File: src/rtl/rfsh_pkg.sv
`timescale 1ns/1ps
package rfsh_pkg;
    typedef enum logic {
        MODE_AWAKE  = 1'b0,
        MODE_SLEEP  = 1'b1
    } rfsh_mode_e;

    typedef struct packed {
        rfsh_mode_e mode;
    } sched_state_t;
endpackage

File: src/rtl/rfsh_interval_timer.sv
`timescale 1ns/1ps
module rfsh_interval_timer #(
    parameter int INT_CYC = 1040
) (
    input  logic clk,
    input  logic rst_n,
    input  logic run,
    output logic tick
);
    localparam int CW = $clog2(INT_CYC + 1);
    localparam logic [CW-1:0] LAST = CW'(INT_CYC - 1);

    typedef struct packed {
        logic [CW-1:0] cnt;
    } tmr_t;

    tmr_t st_d, st_q;

    always_comb begin
        st_d = st_q;
        tick = run && (st_q.cnt == LAST);
        if (!run || tick) begin
            st_d.cnt = '0;
        end else begin
            st_d.cnt = st_q.cnt + 1'b1;
        end
    end

    always_ff @(posedge clk) begin
        if (!rst_n) begin
            st_q <= '0;
        end else begin
            st_q <= st_d;
        end
    end
endmodule

File: src/rtl/rfsh_backlog.sv
`timescale 1ns/1ps
module rfsh_backlog #(
    parameter int MAX_PEND = 8,
    parameter int PW       = $clog2(MAX_PEND + 1)
) (
    input  logic          clk,
    input  logic          rst_n,
    input  logic          inc,
    input  logic          dec,
    input  logic          clr,
    output logic [PW-1:0] count,
    output logic          full
);
    localparam logic [PW-1:0] CAP = PW'(MAX_PEND);

    typedef struct packed {
        logic [PW-1:0] cnt;
    } blog_t;

    blog_t st_d, st_q;

    always_comb begin
        st_d = st_q;
        if (clr) begin
            st_d.cnt = '0;
        end else if (inc && !dec) begin
            if (st_q.cnt != CAP) begin
                st_d.cnt = st_q.cnt + 1'b1;
            end
        end else if (dec && !inc) begin
            if (st_q.cnt != '0) begin
                st_d.cnt = st_q.cnt - 1'b1;
            end
        end
    end

    assign count = st_q.cnt;
    assign full  = (st_q.cnt == CAP);

    always_ff @(posedge clk) begin
        if (!rst_n) begin
            st_q <= '0;
        end else begin
            st_q <= st_d;
        end
    end
endmodule

File: src/rtl/rfsh_hold_timer.sv
`timescale 1ns/1ps
module rfsh_hold_timer #(
    parameter int LOAD = 10
) (
    input  logic clk,
    input  logic rst_n,
    input  logic load,
    output logic done
);
    localparam int HW = $clog2(LOAD + 2);
    localparam logic [HW-1:0] LVAL = HW'(LOAD);

    typedef struct packed {
        logic [HW-1:0] cnt;
    } hold_t;

    hold_t st_d, st_q;

    always_comb begin
        st_d = st_q;
        if (load) begin
            st_d.cnt = LVAL;
        end else if (st_q.cnt != '0) begin
            st_d.cnt = st_q.cnt - 1'b1;
        end
    end

    assign done = (st_q.cnt == '0);

    always_ff @(posedge clk) begin
        if (!rst_n) begin
            st_q <= '0;
        end else begin
            st_q <= st_d;
        end
    end
endmodule

File: src/rtl/rfsh_scheduler.sv
`timescale 1ns/1ps
module rfsh_scheduler
    import rfsh_pkg::*;
#(
    parameter int CLK_PS   = 7500,
    parameter int TREFI_PS = 7800000,
    parameter int TRFC_PS  = 75000,
    parameter int XSNR_PS  = 75000,
    parameter int XSRD_CYC = 200,
    parameter int MAX_PEND = 8,
    parameter int PW       = $clog2(MAX_PEND + 1)
) (
    input  logic          clk,
    input  logic          rst_n,
    input  logic          banks_idle,
    input  logic          ref_gnt,
    input  logic          sr_enter_req,
    input  logic          sr_exit_req,
    output logic          ref_req,
    output logic          ref_urgent,
    output logic [PW-1:0] pending,
    output logic          cke,
    output logic          nonread_ok,
    output logic          read_ok
);
    localparam int INT_CYC  = TREFI_PS / CLK_PS;
    localparam int TRFC_CYC = (TRFC_PS + CLK_PS - 1) / CLK_PS;
    localparam int XSNR_CYC = (XSNR_PS + CLK_PS - 1) / CLK_PS;

    sched_state_t st_d, st_q;

    logic       awake;
    logic       tick;
    logic       full;
    logic       gap_done;
    logic [1:0] exit_done;
    logic       grant_acc;
    logic       enter_acc;
    logic       exit_acc;

    rfsh_interval_timer #(
        .INT_CYC (INT_CYC)
    ) u_interval (
        .clk   (clk),
        .rst_n (rst_n),
        .run   (awake),
        .tick  (tick)
    );

    rfsh_backlog #(
        .MAX_PEND (MAX_PEND),
        .PW       (PW)
    ) u_backlog (
        .clk   (clk),
        .rst_n (rst_n),
        .inc   (tick),
        .dec   (grant_acc),
        .clr   (enter_acc),
        .count (pending),
        .full  (full)
    );

    rfsh_hold_timer #(
        .LOAD (TRFC_CYC - 1)
    ) u_gap (
        .clk   (clk),
        .rst_n (rst_n),
        .load  (grant_acc),
        .done  (gap_done)
    );

    // index 0: non-read recovery, index 1: read recovery
    for (genvar g = 0; g < 2; g++) begin : g_exit
        rfsh_hold_timer #(
            .LOAD ((g == 0) ? XSNR_CYC : XSRD_CYC)
        ) u_rec (
            .clk   (clk),
            .rst_n (rst_n),
            .load  (exit_acc),
            .done  (exit_done[g])
        );
    end

    always_comb begin
        st_d      = st_q;
        awake     = (st_q.mode == MODE_AWAKE);
        ref_req   = awake && (pending != '0) && gap_done && exit_done[0];
        grant_acc = ref_req && ref_gnt && banks_idle;
        enter_acc = awake && sr_enter_req && banks_idle && gap_done
                    && exit_done[0] && !grant_acc;
        exit_acc  = !awake && sr_exit_req;
        if (enter_acc) begin
            st_d.mode = MODE_SLEEP;
        end else if (exit_acc) begin
            st_d.mode = MODE_AWAKE;
        end
    end

    assign cke        = awake;
    assign ref_urgent = full;
    assign nonread_ok = awake && exit_done[0];
    assign read_ok    = awake && exit_done[1];

    always_ff @(posedge clk) begin
        if (!rst_n) begin
            st_q.mode <= MODE_AWAKE;
        end else begin
            st_q <= st_d;
        end
    end
endmodule

File: config.mk
export PLATFORM = sky130hd
export DESIGN_NAME = rfsh_scheduler
export DESIGN_NICKNAME = d
export VERILOG_FILES = /design/src/rtl/rfsh_pkg.sv /design/src/rtl/rfsh_interval_timer.sv /design/src/rtl/rfsh_backlog.sv /design/src/rtl/rfsh_hold_timer.sv /design/src/rtl/rfsh_scheduler.sv
export SDC_FILE = /design/constraint.sdc
export NUM_CORES = 1
export LEC_CHECK = 0
export ABC_AREA = 1
export BUFFER_PORTS_ARGS = -buffer_cell sky130_fd_sc_hd__buf_2
export CAP_MARGIN = 20
export CELL_PAD_IN_SITES_DETAIL_PLACEMENT = 0
export CELL_PAD_IN_SITES_GLOBAL_PLACEMENT = 1
export CORE_ASPECT_RATIO = 2
export CORE_MARGIN = 1
export CORE_UTILIZATION = 43
export DETAILED_ROUTE_END_ITERATION = 16
export GPL_ROUTABILITY_DRIVEN = 0
export GPL_TIMING_DRIVEN = 1
export MAX_ROUTING_LAYER = met4
export PLACE_DENSITY_LB_ADDON = 0.1
export SYNTH_ARGS = -nofsm -noshare
export SYNTH_HDL_FRONTEND = slang
export SYNTH_SLANG_ARGS = --single-unit
File: constraint.sdc
create_clock -name clk -period 3.05 [get_ports clk]
set_clock_uncertainty 0.1 [all_clocks]
set_input_delay 0.305 -clock clk [delete_from_list [all_inputs] [get_ports clk]]
set_output_delay 0.305 -clock clk [all_outputs]
set_load 0.01 [all_outputs]
# Yosys cells after proc, flatten, opt, wreduce, memory -nomap -nowiden
# Cells that the tools add are included.
dict set report totals {
  in_bits 6
  regBits 32
  out_inout_bits 9
}
dict set report classes {
  reduce_logical 37
  addsub 6
  n_bitwise 2
  n_mux 12
  eq_ne 4
}
# op n
set ops {}
lappend ops {{$mux W4} 8}
lappend ops {{$logic_and A1 B1 Y1} 16}
lappend ops {{$mux W8} 2}
lappend ops {{$reduce_bool A2 Y1} 6}
lappend ops {{$reduce_bool A4 Y1} 3}
lappend ops {{$sub A4 B1 Y4 const B} 3}
lappend ops {{$add A11 B1 Y11 const B} 1}
lappend ops {{$eq A11 B11 Y1 const B} 1}
lappend ops {{$logic_not A4 Y1} 2}
lappend ops {{$logic_not A8 Y1} 1}
lappend ops {{$reduce_bool A8 Y1} 1}
lappend ops {{$reduce_or A2 Y1} 4}
lappend ops {{$sub A8 B1 Y8 const B} 1}
lappend ops {{$add A4 B1 Y4 const B} 1}
lappend ops {{$eq A4 B4 Y1 const B} 1}
lappend ops {{$ne A4 B4 Y1 const B} 1}
lappend ops {{$reduce_and A3 Y1} 1}
lappend ops {{$logic_not A1 Y1} 2}
lappend ops {{$mux W1} 2}
lappend ops {{$ne A2 B2 Y1 const B} 1}
lappend ops {{$not A1 Y1} 2}
lappend ops {{$logic_or A1 B1 Y1} 1}

# Longest topological paths before layout
# Gate-level depths: netlist of run 1.
dict set report logic_depth {
  word_depth 10
  depth_mapped 15
  mapped_depth_nobuf 15
}

# By module
# Synthesis of run 1 repeated with hierarchy kept, for this count alone.
dict set report hier_totals {
  hier_cells 285
  hier_area_um2 1881.8
}
# module area_per_inst_um2 cells_each instances
set by_module_without_submodules {}
lappend by_module_without_submodules {rfsh_interval_timer 569.3 79 1}
lappend by_module_without_submodules {{rfsh_hold_timer (g_exit[1].u_rec)} 444.2 65 1}
lappend by_module_without_submodules {rfsh_backlog 362.8 62 1}
lappend by_module_without_submodules {{rfsh_hold_timer (u_gap)} 216.5 30 1}
lappend by_module_without_submodules {{rfsh_hold_timer (g_exit[0].u_rec)} 177.7 27 1}
lappend by_module_without_submodules {rfsh_scheduler 111.4 22 1}

# Worst setup path after synthesis of run 1
# OpenSTA, ideal clock, no wires.
dict set report synth_timing {
  path_kind {reg-to-reg}
  from {register u_interval.st_q[0] in the netlist's numbering}
  to {register u_backlog.st_q, in the netlist u_backlog.count[3]}
  arrival_time_ns 1.967
  required_ns 2.837
  setup_ns 0.113
  n_path_buf 0
  setup_slack_ns 0.870
  synth_period_minus_slack_ns 2.180
  path_stages_with_launch 13
  cell_sequence {dfxtp_1 > ha_1 > nand4_2 > nor3_4 > nand2_1 > ha_1 > a21o_1 > a21oi_1 > nand3_1 > nand2_1 > nor2_1 > nor2_1 > nor2_1}
}
dict set report synth_via {
  elab_chain_cells 6
  word_cells_on_any_way 10
  classes_between {2 x eq/ne; 1 x mux; 7 x reduce/logical}
}
# item line_no
set synth_lines {}
lappend synth_lines {{start: declaration} rfsh_interval_timer.sv:17} ;# tmr_t st_d, st_q;
lappend synth_lines {{start signal: assignment} rfsh_interval_timer.sv:33} ;# st_q <= st_d;
lappend synth_lines {{$eq A11 B11 Y1 (*)} rfsh_interval_timer.sv:21} ;# tick = run && (st_q.cnt == LAST);
lappend synth_lines {{$logic_and A1 B1 Y1 (*)} rfsh_interval_timer.sv:21}
lappend synth_lines {{$logic_not A1 Y1} rfsh_backlog.sv:30} ;# end else if (dec && !inc) begin
lappend synth_lines {{$logic_and A1 B1 Y1} rfsh_backlog.sv:30}
lappend synth_lines {{$reduce_bool A2 Y1 (no source line)} -}
lappend synth_lines {{$reduce_and A3 Y1 (no source line)} -}
lappend synth_lines {{end signal: assignment} rfsh_backlog.sv:44} ;# st_q <= st_d;
lappend synth_lines {{end: declaration} rfsh_backlog.sv:20} ;# blog_t st_d, st_q;
# Every way passes the cells marked *; elsewhere a longest branch is shown, timed or not.
# A chain may end at the register's enable or synchronous reset.

# Worst setup path in the final report of run 1
# Same ends and word-level chain as after synthesis.

==> flow_metrics.env, run 1 <==
export IMPL_run_status="completed"
export IMPL_syn_area_um2=1650
export IMPL_initial_core_util_pct=45.3
export IMPL_cts_sinks=32
export IMPL_ys_seq_area_share_pct=38.8
export IMPL_cts_tree="built"
export IMPL_grt_pass1_vias=1317
export IMPL_yosys_warnings=0
export IMPL_synth_top_cells_by_count="nand2_1, dfxtp_1, nor2_1, inv_1, a21oi_1"
export IMPL_grt_ovfl_total=0
export IMPL_core_area_um2=3650
export IMPL_setup_viol=0
export IMPL_setup_tns_ps=0
export IMPL_synth_xor_xnor_area_share_pct=4.25
export IMPL_ys_ff_latch=32
export IMPL_rsz0062_at_grt="no"
export IMPL_ff2ff_path_depth=13
export IMPL_worst_pin_slew_ps=858
export IMPL_synth_area_leaders="dfxtp_1, nand2_1, nor2_1, inv_1, a21oi_1"
export IMPL_postCtsSetupRepairBufs=0
export IMPL_critPathArrivalTime_ps=2480
export IMPL_yosysTopAreaCell="dfxtp_1"
export IMPL_core_rowCount=31
export IMPL_io_pins=15
export IMPL_critPathLaunchType="flip-flop"
export IMPL_drt_pre_antenna_iters=4
export IMPL_avgSynthCellArea_um2=7.68
export IMPL_power_total_mw=1.58
export IMPL_synth_top_family_by_area="simple AND/OR/NAND/NOR gates"
export IMPL_port_buffers=14
export IMPL_path_clk_slew_ps=70
export IMPL_cts_made_buffers=5
export IMPL_drc_errors=0
export IMPL_max_stage_delay_ps=350
export IMPL_totalWireLength_um=3310
export IMPL_drtIter0Drc=25
export IMPL_drive_gt1_share_pct=16.9
export IMPL_min_path_cells=3
export IMPL_syn_instance_count=215
export IMPL_max_cap_violations=0
export IMPL_post_route_period_util_pct=77.4
export IMPL_cts_max_level=2
export IMPL_syn2layout_area_growth_pct=14.2
export IMPL_synth_compound_area_share_pct=10.6
export IMPL_antennaDiodeCount=0
export IMPL_grt_pass1_wl_um=5530
export IMPL_synth_edf_count=0
export IMPL_dp_hpwl_um=2600
export IMPL_leakagePower_nw=0.856
export IMPL_grt_max_degree=12
export IMPL_path_max_fanout=4
export IMPL_relSlewSlack_pct=42.6
export IMPL_power_density_nw_per_um2=840
export IMPL_wl_per_cell_um=11.6
export IMPL_cts_resized=0
export IMPL_cts_hold_buf=0
export IMPL_finalCriticalPeriod_ps=2360
export IMPL_critPathKind="flip-flop to flip-flop"
export IMPL_synth_adder_area_share_pct=5.76
export IMPL_vias=1394
export IMPL_required_ps=3170
export IMPL_clk_path_buf_depth=2
export IMPL_dieArea_um2=4100
export IMPL_ctsRootBufferMaster="clkbuf_8"
export IMPL_synth_most_common_cell="nand2_1"
export IMPL_fp_dieH_um=89.6
export IMPL_die_w_um=45.8
export IMPL_clk_latency_ps=280
export IMPL_antenna_found_initial=0
export IMPL_ir_drop_v=0.000395
export IMPL_crit_slowest_cell="dfxtp_1"
export IMPL_ant_nets=0
export IMPL_hold_violations=0
export IMPL_cp_cell_sequence="ha_1 > nand4_2 > nor3_4 > nand2_1 > ha_1 > a21o_1 > a21oi_1 > inv_1 > nand2_1 > nand2_1 > nor2_1 > nor2_1 > nor2_1"
export IMPL_endpoint_kind="flip-flop"
export IMPL_synth_top_cell_area_share_pct=38.8
export IMPL_worstHoldPathType="input port to flip-flop"
export IMPL_synth_mux_area_share_pct=0
export IMPL_yosysUniqueCellTypes=36
export IMPL_synth_simple_area_share_pct=33.9
export IMPL_ys_flop_type="dfxtp_1"
export IMPL_finalNetCount=248
export IMPL_viasPerCell=4.89
export IMPL_fmax_mhz=424
export IMPL_slew_violations=0
export IMPL_syn_nets=228
export IMPL_ys_async_sr_fraction_pct=0
export IMPL_track_usage_pct=19.2
[layout by cell type, fill, tap and decap left out, drive strengths merged]
cell	n
a2111oi	1
a21o	1
a21oi	15
a31oi	4
and3	1
buf	14
bufinv	1
clkbuf	6
clkinv	2
dfxtp	32
fa	1
ha	6
inv	27
nand2	41
nand3	16
nand4	6
nor2	36
nor3	4
nor3b	3
nor4	1
o211ai	1
o21a	1
o21ai	6
o21bai	1
or2	1
xnor2	4
xor2	4
[through the flow]
stage,hold slack (ps),cell area [µm²],setup WS [ps],util [%],instances
final,219,1880,690,51.7,285
after global routing,244,1880,503,51.7,285
after CTS,215,1880,668,51.7,285
after detailed placement,350,1780,672,48.7,277
after global placement,329,1780,758,48.7,277
after floorplan,303,1650,870,-,215
[path summary, 6_finish.rpt]
kind	endpoint	slack, ps	startpoint
max reg2reg	u_backlog.count[3]	690	u_interval.st_q[0]
max	u_backlog.count[3]	690	u_interval.st_q[0]
min reg2reg	g_exit[1].u_rec.st_q[0]	350	g_exit[1].u_rec.st_q[0]
min	g_exit[1].u_rec.st_q[7]	220	rst_n
[layer usage]
layer	GRT usage (%)	wire length (µm)	vias to the layer above
li1	-	-	740
met1	17.5	1340	628
met2	35.5	1810	19
met3	3.80	89	7
met4	9.89	78	0
met5	-	0	-
[cell families after synthesis]
logic type	Yosys count
AO/OA/AOI/OAI	30
adder cells (fa/ha/maj)	7
buffers and inverters	29
flip-flops	32
XOR/XNOR	8
AND/OR/NAND/NOR	109
[flip-flops by register name, indices dropped and copies added, names as in the netlist]
name / cells
u_interval.st_q: 11
u_backlog.count: 4
u_gap.st_q: 4
st_q: 1
g_exit.u_rec.st_q: 12
[where the power goes]
part           internal [mW]  switching [mW]  total (mW)
combinational          0.230           0.363       0.593
sequential             0.509          0.0798       0.588
clock                  0.242           0.158       0.400
total                  0.981           0.601        1.58
[area by class of cell]
class / count / area, µm²
repair buffers: 14 / 70.1
flip-flops and latches: 32 / 641
clock inverters: 2 / 35.0
fillers: 407 / 1760
clock buffers: 6 / 72.6
well taps: 49 / 61.3
multi-input cells: 154 / 900
inverters: 28 / 105
[worst max-delay path, delay by kind of cell, from the launching register on]
kind                     cells  cell delay, ps
AO/OA/AOI/OAI                2             330
adder cells (fa/ha/maj)      2             510
buffers and inverters        1              60
flip-flops                   1             350
AND/OR/NAND/NOR              8             950
Note: power is estimated with default switching activity, not from simulation.
==> run 2: changes to the inputs <==
--- a/config.mk
+++ b/config.mk
@@ -12,7 +12,7 @@
 export CELL_PAD_IN_SITES_GLOBAL_PLACEMENT = 1
 export CORE_ASPECT_RATIO = 2
 export CORE_MARGIN = 1
-export CORE_UTILIZATION = 43
+export CORE_UTILIZATION = 39
 export DETAILED_ROUTE_END_ITERATION = 16
 export GPL_ROUTABILITY_DRIVEN = 0
 export GPL_TIMING_DRIVEN = 1
==> constraint.sdc (replaced) <==
create_clock -name clk -period 2.01 [get_ports clk]
set_clock_uncertainty 0.1 [all_clocks]
set_input_delay 0.201 -clock clk [delete_from_list [all_inputs] [get_ports clk]]
set_output_delay 0.201 -clock clk [all_outputs]
set_load 0.01 [all_outputs]
==> run 2 against run 1 <==
Effect of this change: fmax up 20%; count of clock-buffer cells in the layout unchanged; worst setup slack worse by 650 ps; combinational power up 91%; core utilization up 1.0 points; total power up 58%; sequential share of layout area down 3.8 points; via count up 7.7%; flip-flop and latch count unchanged; design area up 14%; first-iteration DRC count down 16%; critical path depth up 1.
==> flow_metrics.env, run 2 (synthesis results as in run 1) <==
export IMPL_run_status="completed"
export IMPL_worst_pin_slew_ps=310
export IMPL_critPathArrivalTime_ps=2040
export IMPL_setup_tns_ps=0
export IMPL_viasPerCell=4.78
export IMPL_core_area_um2=4090
export IMPL_ant_nets=0
export IMPL_setup_viol=0
export IMPL_cp_cell_sequence="inv_2 > ha_4 > nand2_4 > nor2_8 > nand4_4 > nand2_4 > ha_4 > a21o_1 > a21oi_2 > inv_1 > nand2_1 > nand4_1 > nand2_1 > nor2_1"
export IMPL_clk_latency_ps=280
export IMPL_largestRegisters="g_exit.u_rec.st_q: 12 flops, u_interval.st_q: 11 flops"
export IMPL_fmax_mhz=508
export IMPL_endpoint_kind="flip-flop"
export IMPL_drtIter0Drc=21
export IMPL_critPathKind="flip-flop to flip-flop"
export IMPL_syn2layout_area_growth_pct=30.5
export IMPL_wl_per_cell_um=11.5
export IMPL_antenna_found_initial=0
export IMPL_cts_tree="built"
export IMPL_dp_hpwl_um=2730
export IMPL_grt_max_degree=12
export IMPL_grt_ovfl_total=0
export IMPL_post_route_period_util_pct=98.0
export IMPL_drive_gt1_share_pct=33.2
export IMPL_ctsRootBufferMaster="clkbuf_8"
export IMPL_slew_violations=0
export IMPL_core_rowCount=33
export IMPL_grt_pass1_vias=1418
export IMPL_placedCellCount=298
export IMPL_largest_reg_flops=12
export IMPL_post_route_util_pct=52.7
export IMPL_dieArea_um2=4510
export IMPL_leakagePower_nw=0.978
export IMPL_ir_drop_v=0.000889
export IMPL_power_total_mw=2.50
export IMPL_initial_core_util_pct=40.4
export IMPL_cts_max_level=2
export IMPL_port_buffers=14
export IMPL_totalWireLength_um=3620
export IMPL_die_w_um=48.0
export IMPL_clk_path_buf_depth=2
export IMPL_stdcell_area_um2=2150
export IMPL_crit_slowest_cell="dfxtp_2"
export IMPL_dpl_cell_area_um2=1970
export IMPL_fin_ws_ps=39.9
export IMPL_rsz0062_at_grt="yes"
export IMPL_max_stage_delay_ps=330
export IMPL_io_pins=15
export IMPL_hold_violations=0
export IMPL_path_max_fanout=3
export IMPL_relSlewSlack_pct=79.2
export IMPL_grt_pass1_wl_um=6010
export IMPL_worstHoldPathType="input port to flip-flop"
export IMPL_min_path_cells=3
export IMPL_drc_errors=0
export IMPL_vias=1501
export IMPL_drt_pre_antenna_iters=4
export IMPL_layout_common_cells="nand2_1, nor2_1, buf_4"
export IMPL_mostFrequentLayoutCell="nand2_1"
export IMPL_cts_sinks=32
export IMPL_ff2ff_path_depth=14
export IMPL_track_usage_pct=18.8
export IMPL_finalNetCount=275
export IMPL_fin_cells=314
export IMPL_finalCriticalPeriod_ps=1970
export IMPL_path_clk_slew_ps=60
export IMPL_power_density_nw_per_um2=1160
export IMPL_max_cap_violations=0
export IMPL_top_register="g_exit.u_rec.st_q"
export IMPL_antennaDiodeCount=0
export IMPL_critPathLaunchType="flip-flop"
export IMPL_dpl_worst_slack_ps=-26.5
export IMPL_fp_dieH_um=94.0
export IMPL_cts_hold_buf=0
export IMPL_num_fill_cells=401
export IMPL_cts_made_buffers=5
export IMPL_hold_worst_slack_ps=129
export IMPL_required_ps=2080
-- run 2: cell count changes in the layout (fill, tap and decap cells not counted), sizes merged --
| cell | change |
|---|---|
| buf | +27 |
| bufinv | -1 |
-- run 2: report_power, final --
| part | total (mW) | internal [mW] | switching [mW] |
|---|---|---|---|
| Clock | 0.462 | 0.235 | 0.227 |
| Combinational | 1.13 | 0.530 | 0.605 |
| Sequential | 0.905 | 0.780 | 0.126 |
-- run 2: path summary, 6_finish.rpt --
| kind | startpoint | to | slack, ps |
|---|---|---|---|
| setup reg to reg | u_gap.st_q[0] | u_backlog.count[3] | 40 |
| setup / recovery | u_gap.st_q[0] | u_backlog.count[3] | 40 |
| hold reg to reg | g_exit[0].u_rec.st_q[0] | g_exit[0].u_rec.st_q[0] | 360 |
| hold / removal | rst_n | g_exit[1].u_rec.st_q[7] | 130 |
-- run 2: critical path, delay by kind of cell (launching register included) --
| kind | cells | cell delay (ps) |
|---|---|---|
| AO/OA/AOI/OAI | 2 | 330 |
| adder cells (fa/ha/maj) | 2 | 330 |
| flip-flops | 1 | 330 |
| AND/OR/NAND/NOR | 8 | 640 |
| buffers and inverters | 2 | 130 |
-- run 2: routing by layer --
layer | vias to the layer above | GRT usage [%] | wire length, µm | share of wire, %
li1 | 795 | - | - | -
met1 | 685 | 20.5 | 1530 | 42
met3 | 2 | 2.88 | 74 | 2.0
met4 | 0 | 7.64 | 35 | 0.97
met2 | 19 | 31.8 | 1980 | 55
met5 | - | - | 0 | 0
-- run 2: area by class of cell --
cell class / instances / area (µm²) / share of cell area [%]
inverter: 28 / 105 / 4.88
tap: 52 / 65.1 / 3.02
sequential: 32 / 649 / 30.2
clock buffer: 6 / 72.6 / 3.37
timing repair buffer: 41 / 273 / 12.7
clock inverter: 1 / 5.00 / 0.232
multi-input combinational: 154 / 983 / 45.7
-- run 2: timing repair --
action / 4_1_cts / 5_1_grt
endpoints found under the setup margin: 2 / 3
gates resized for setup: 3 / 12
setup buffers: 2 / 7
pin swaps: 5 / 17
==> run 3: changes to the inputs <==
--- a/config.mk
+++ b/config.mk
@@ -13,6 +13,7 @@
 export CORE_ASPECT_RATIO = 2
 export CORE_MARGIN = 1
 export CORE_UTILIZATION = 39
+export CTS_CLUSTER_SIZE = 24
 export DETAILED_ROUTE_END_ITERATION = 16
 export GPL_ROUTABILITY_DRIVEN = 0
 export GPL_TIMING_DRIVEN = 1
==> constraint.sdc (replaced) <==
create_clock -name clk -period 2.01 [get_ports clk]
set_clock_uncertainty 0.1 [all_clocks]
set_input_delay 0.603 -clock clk [delete_from_list [all_inputs] [get_ports clk]]
set_output_delay 0.603 -clock clk [all_outputs]
set_load 0.01 [all_outputs]
==> run 3 against run 2 <==
Effect of this change: the run now ends with setup timing left; sequential power up 2%; critical path depth shrank 6; flip-flop and latch count stayed put; count of clock-buffer cells in the layout grew 1; worst setup slack got worse by 110 ps; sequential share of layout area down 1.3 points; die area did not move; first-iteration DRC count up 14%; core utilization increased by 2.3 points; critical endpoint is now ref_req; largest power group unchanged.
==> flow_metrics.env, run 3 (synthesis results as in run 1) <==
export IMPL_path_max_fanout=2
export IMPL_fp_dieH_um=94.0
export IMPL_finalCriticalPeriod_ps=2080
export IMPL_seqPwrFrac_pct=33.5
export IMPL_layout_common_cells="nand2_1, buf_4, nor2_1"
export IMPL_run_status="finished with violations"
export IMPL_track_usage_pct=21.1
export IMPL_fin_ws_ps=-70.0
export IMPL_drt_pre_antenna_iters=4
export IMPL_finalNetCount=281
export IMPL_totalWireLength_um=3950
export IMPL_largest_reg_flops=12
export IMPL_drive_gt1_share_pct=38.1
export IMPL_grt_ovfl_total=0
export IMPL_drc_errors=0
export IMPL_relSlewSlack_pct=75.2
export IMPL_fmax_mhz=481
export IMPL_wl_per_cell_um=12.4
export IMPL_drtIter0Drc=24
export IMPL_rsz0062_at_grt="yes"
export IMPL_setup_tns_ps=-82.9
export IMPL_netSwitchingFraction_pct=37.3
export IMPL_power_total_mw=2.74
export IMPL_leakagePower_nw=1.02
export IMPL_pwr_share_comb_pct=47.3
export IMPL_dp_hpwl_um=2990
export IMPL_slew_violations=0
export IMPL_worst_pin_slew_ps=372
export IMPL_grt_pass1_vias=1610
export IMPL_critPathArrivalTime_ps=1380
export IMPL_post_route_util_pct=55.0
export IMPL_hold_violations=0
export IMPL_grt_max_degree=12
export IMPL_initial_core_util_pct=40.4
export IMPL_pwr_share_clk_pct=19.2
export IMPL_endpoint_kind="primary output"
export IMPL_ff2ff_path_depth=14
export IMPL_path_clk_slew_ps=60
export IMPL_setup_viol=2
export IMPL_ctsRootBufferMaster="clkbuf_8"
export IMPL_dieArea_um2=4510
export IMPL_post_route_period_util_pct=103
export IMPL_cts_tree="built"
export IMPL_ir_drop_v=0.000892
export IMPL_grt_pass1_wl_um=6640
export IMPL_cts_made_buffers=5
export IMPL_internal_power_mw=1.72
export IMPL_top_register="g_exit.u_rec.st_q"
export IMPL_violations="setup timing"
export IMPL_vias=1580
export IMPL_critPathKind="flip-flop to primary output"
export IMPL_mostFrequentLayoutCell="nand2_1"
export IMPL_cts_max_level=2
export IMPL_ant_nets=0
export IMPL_antennaDiodeCount=0
export IMPL_dpl_worst_slack_ps=-183
export IMPL_p_sw_mw=1.02
export IMPL_syn2layout_area_growth_pct=36.2
export IMPL_core_area_um2=4090
export IMPL_max_cap_violations=0
export IMPL_die_w_um=48.0
export IMPL_largestRegisters="g_exit.u_rec.st_q: 12 flops, u_interval.st_q: 11 flops"
export IMPL_antenna_found_initial=0
export IMPL_port_buffers=14
export IMPL_power_density_nw_per_um2=1220
export IMPL_critPathLaunchType="flip-flop"
export IMPL_required_ps=1310
export IMPL_dpl_cell_area_um2=2000
export IMPL_cts_sinks=32
export IMPL_io_pins=15
export IMPL_worstHoldPathType="flip-flop to flip-flop"
export IMPL_core_rowCount=33
export IMPL_stdcell_area_um2=2250
export IMPL_clk_latency_ps=280
export IMPL_viasPerCell=4.94
export IMPL_clk_path_buf_depth=2
export IMPL_min_path_cells=1
[run 3: cell count changes in the layout (fill, tap and decap cells not counted), sizes merged]
| cell | change |
|---|---|
| buf | +6 |
| clkbuf | +1 |
| clkinv | -1 |
[run 3: layout make-up]
cell class	instances	area, µm²
clock buffers	7	96.3
fillers	398	1840
inverters	28	105
multi-input cells	154	1010
flip-flops and latches	32	649
well taps	52	65.1
repair buffers	47	322
[run 3: power by group through the flow]
stage / logic, mW / registers (mW) / clock network [mW]
after floorplan: 0.767 / 0.890 / 0
after global placement: 1.03 / 0.906 / 0
after detailed placement: 1.06 / 0.915 / 0
after CTS: 1.28 / 0.916 / 0.549
after global routing: 1.44 / 0.940 / 0.572
final: 1.30 / 0.919 / 0.526
[run 3: metal layers]
layer | track usage [%] | part of all wire [%] | vias up
met5 | - | 0 | -
met4 | 9.72 | 1.7 | 0
met3 | 3.65 | 2.1 | 7
met2 | 40.1 | 60 | 21
met1 | 17.8 | 37 | 745
li1 | - | - | 807
[run 3: path summary, 6_finish.rpt]
kind                                 from                       to  slack, ps
setup / recovery            u_gap.st_q[0]                  ref_req        -70
hold / removal    g_exit[1].u_rec.st_q[0]  g_exit[1].u_rec.st_q[0]        350
setup reg to reg      u_interval.st_q[10]       u_backlog.count[3]         30
hold reg to reg   g_exit[1].u_rec.st_q[0]  g_exit[1].u_rec.st_q[0]        350
[run 3: critical path, cell delays in order, from the launching register on]
cell and delay, ps:
dfxtp_2 330, inv_2 70, ha_4 140, nand2_4 70, nor2_8 100, buf_6 110
nand3_2 50, nor2_2 100, buf_2 140
[run 3: per-stage QoR]
step	cells	hold WS, ps
floorplan	215	322
global placement	302	345
detailed placement	302	351
CTS	319	356
global route	320	364
finish	320	348
[run 3: timing repair]
item                       4_1_cts  5_1_grt
setup endpoints to repair        4        5
pin swaps                       12        4
hold buffers                     0        0
buffers inserted                10        1
resized for setup               17        9
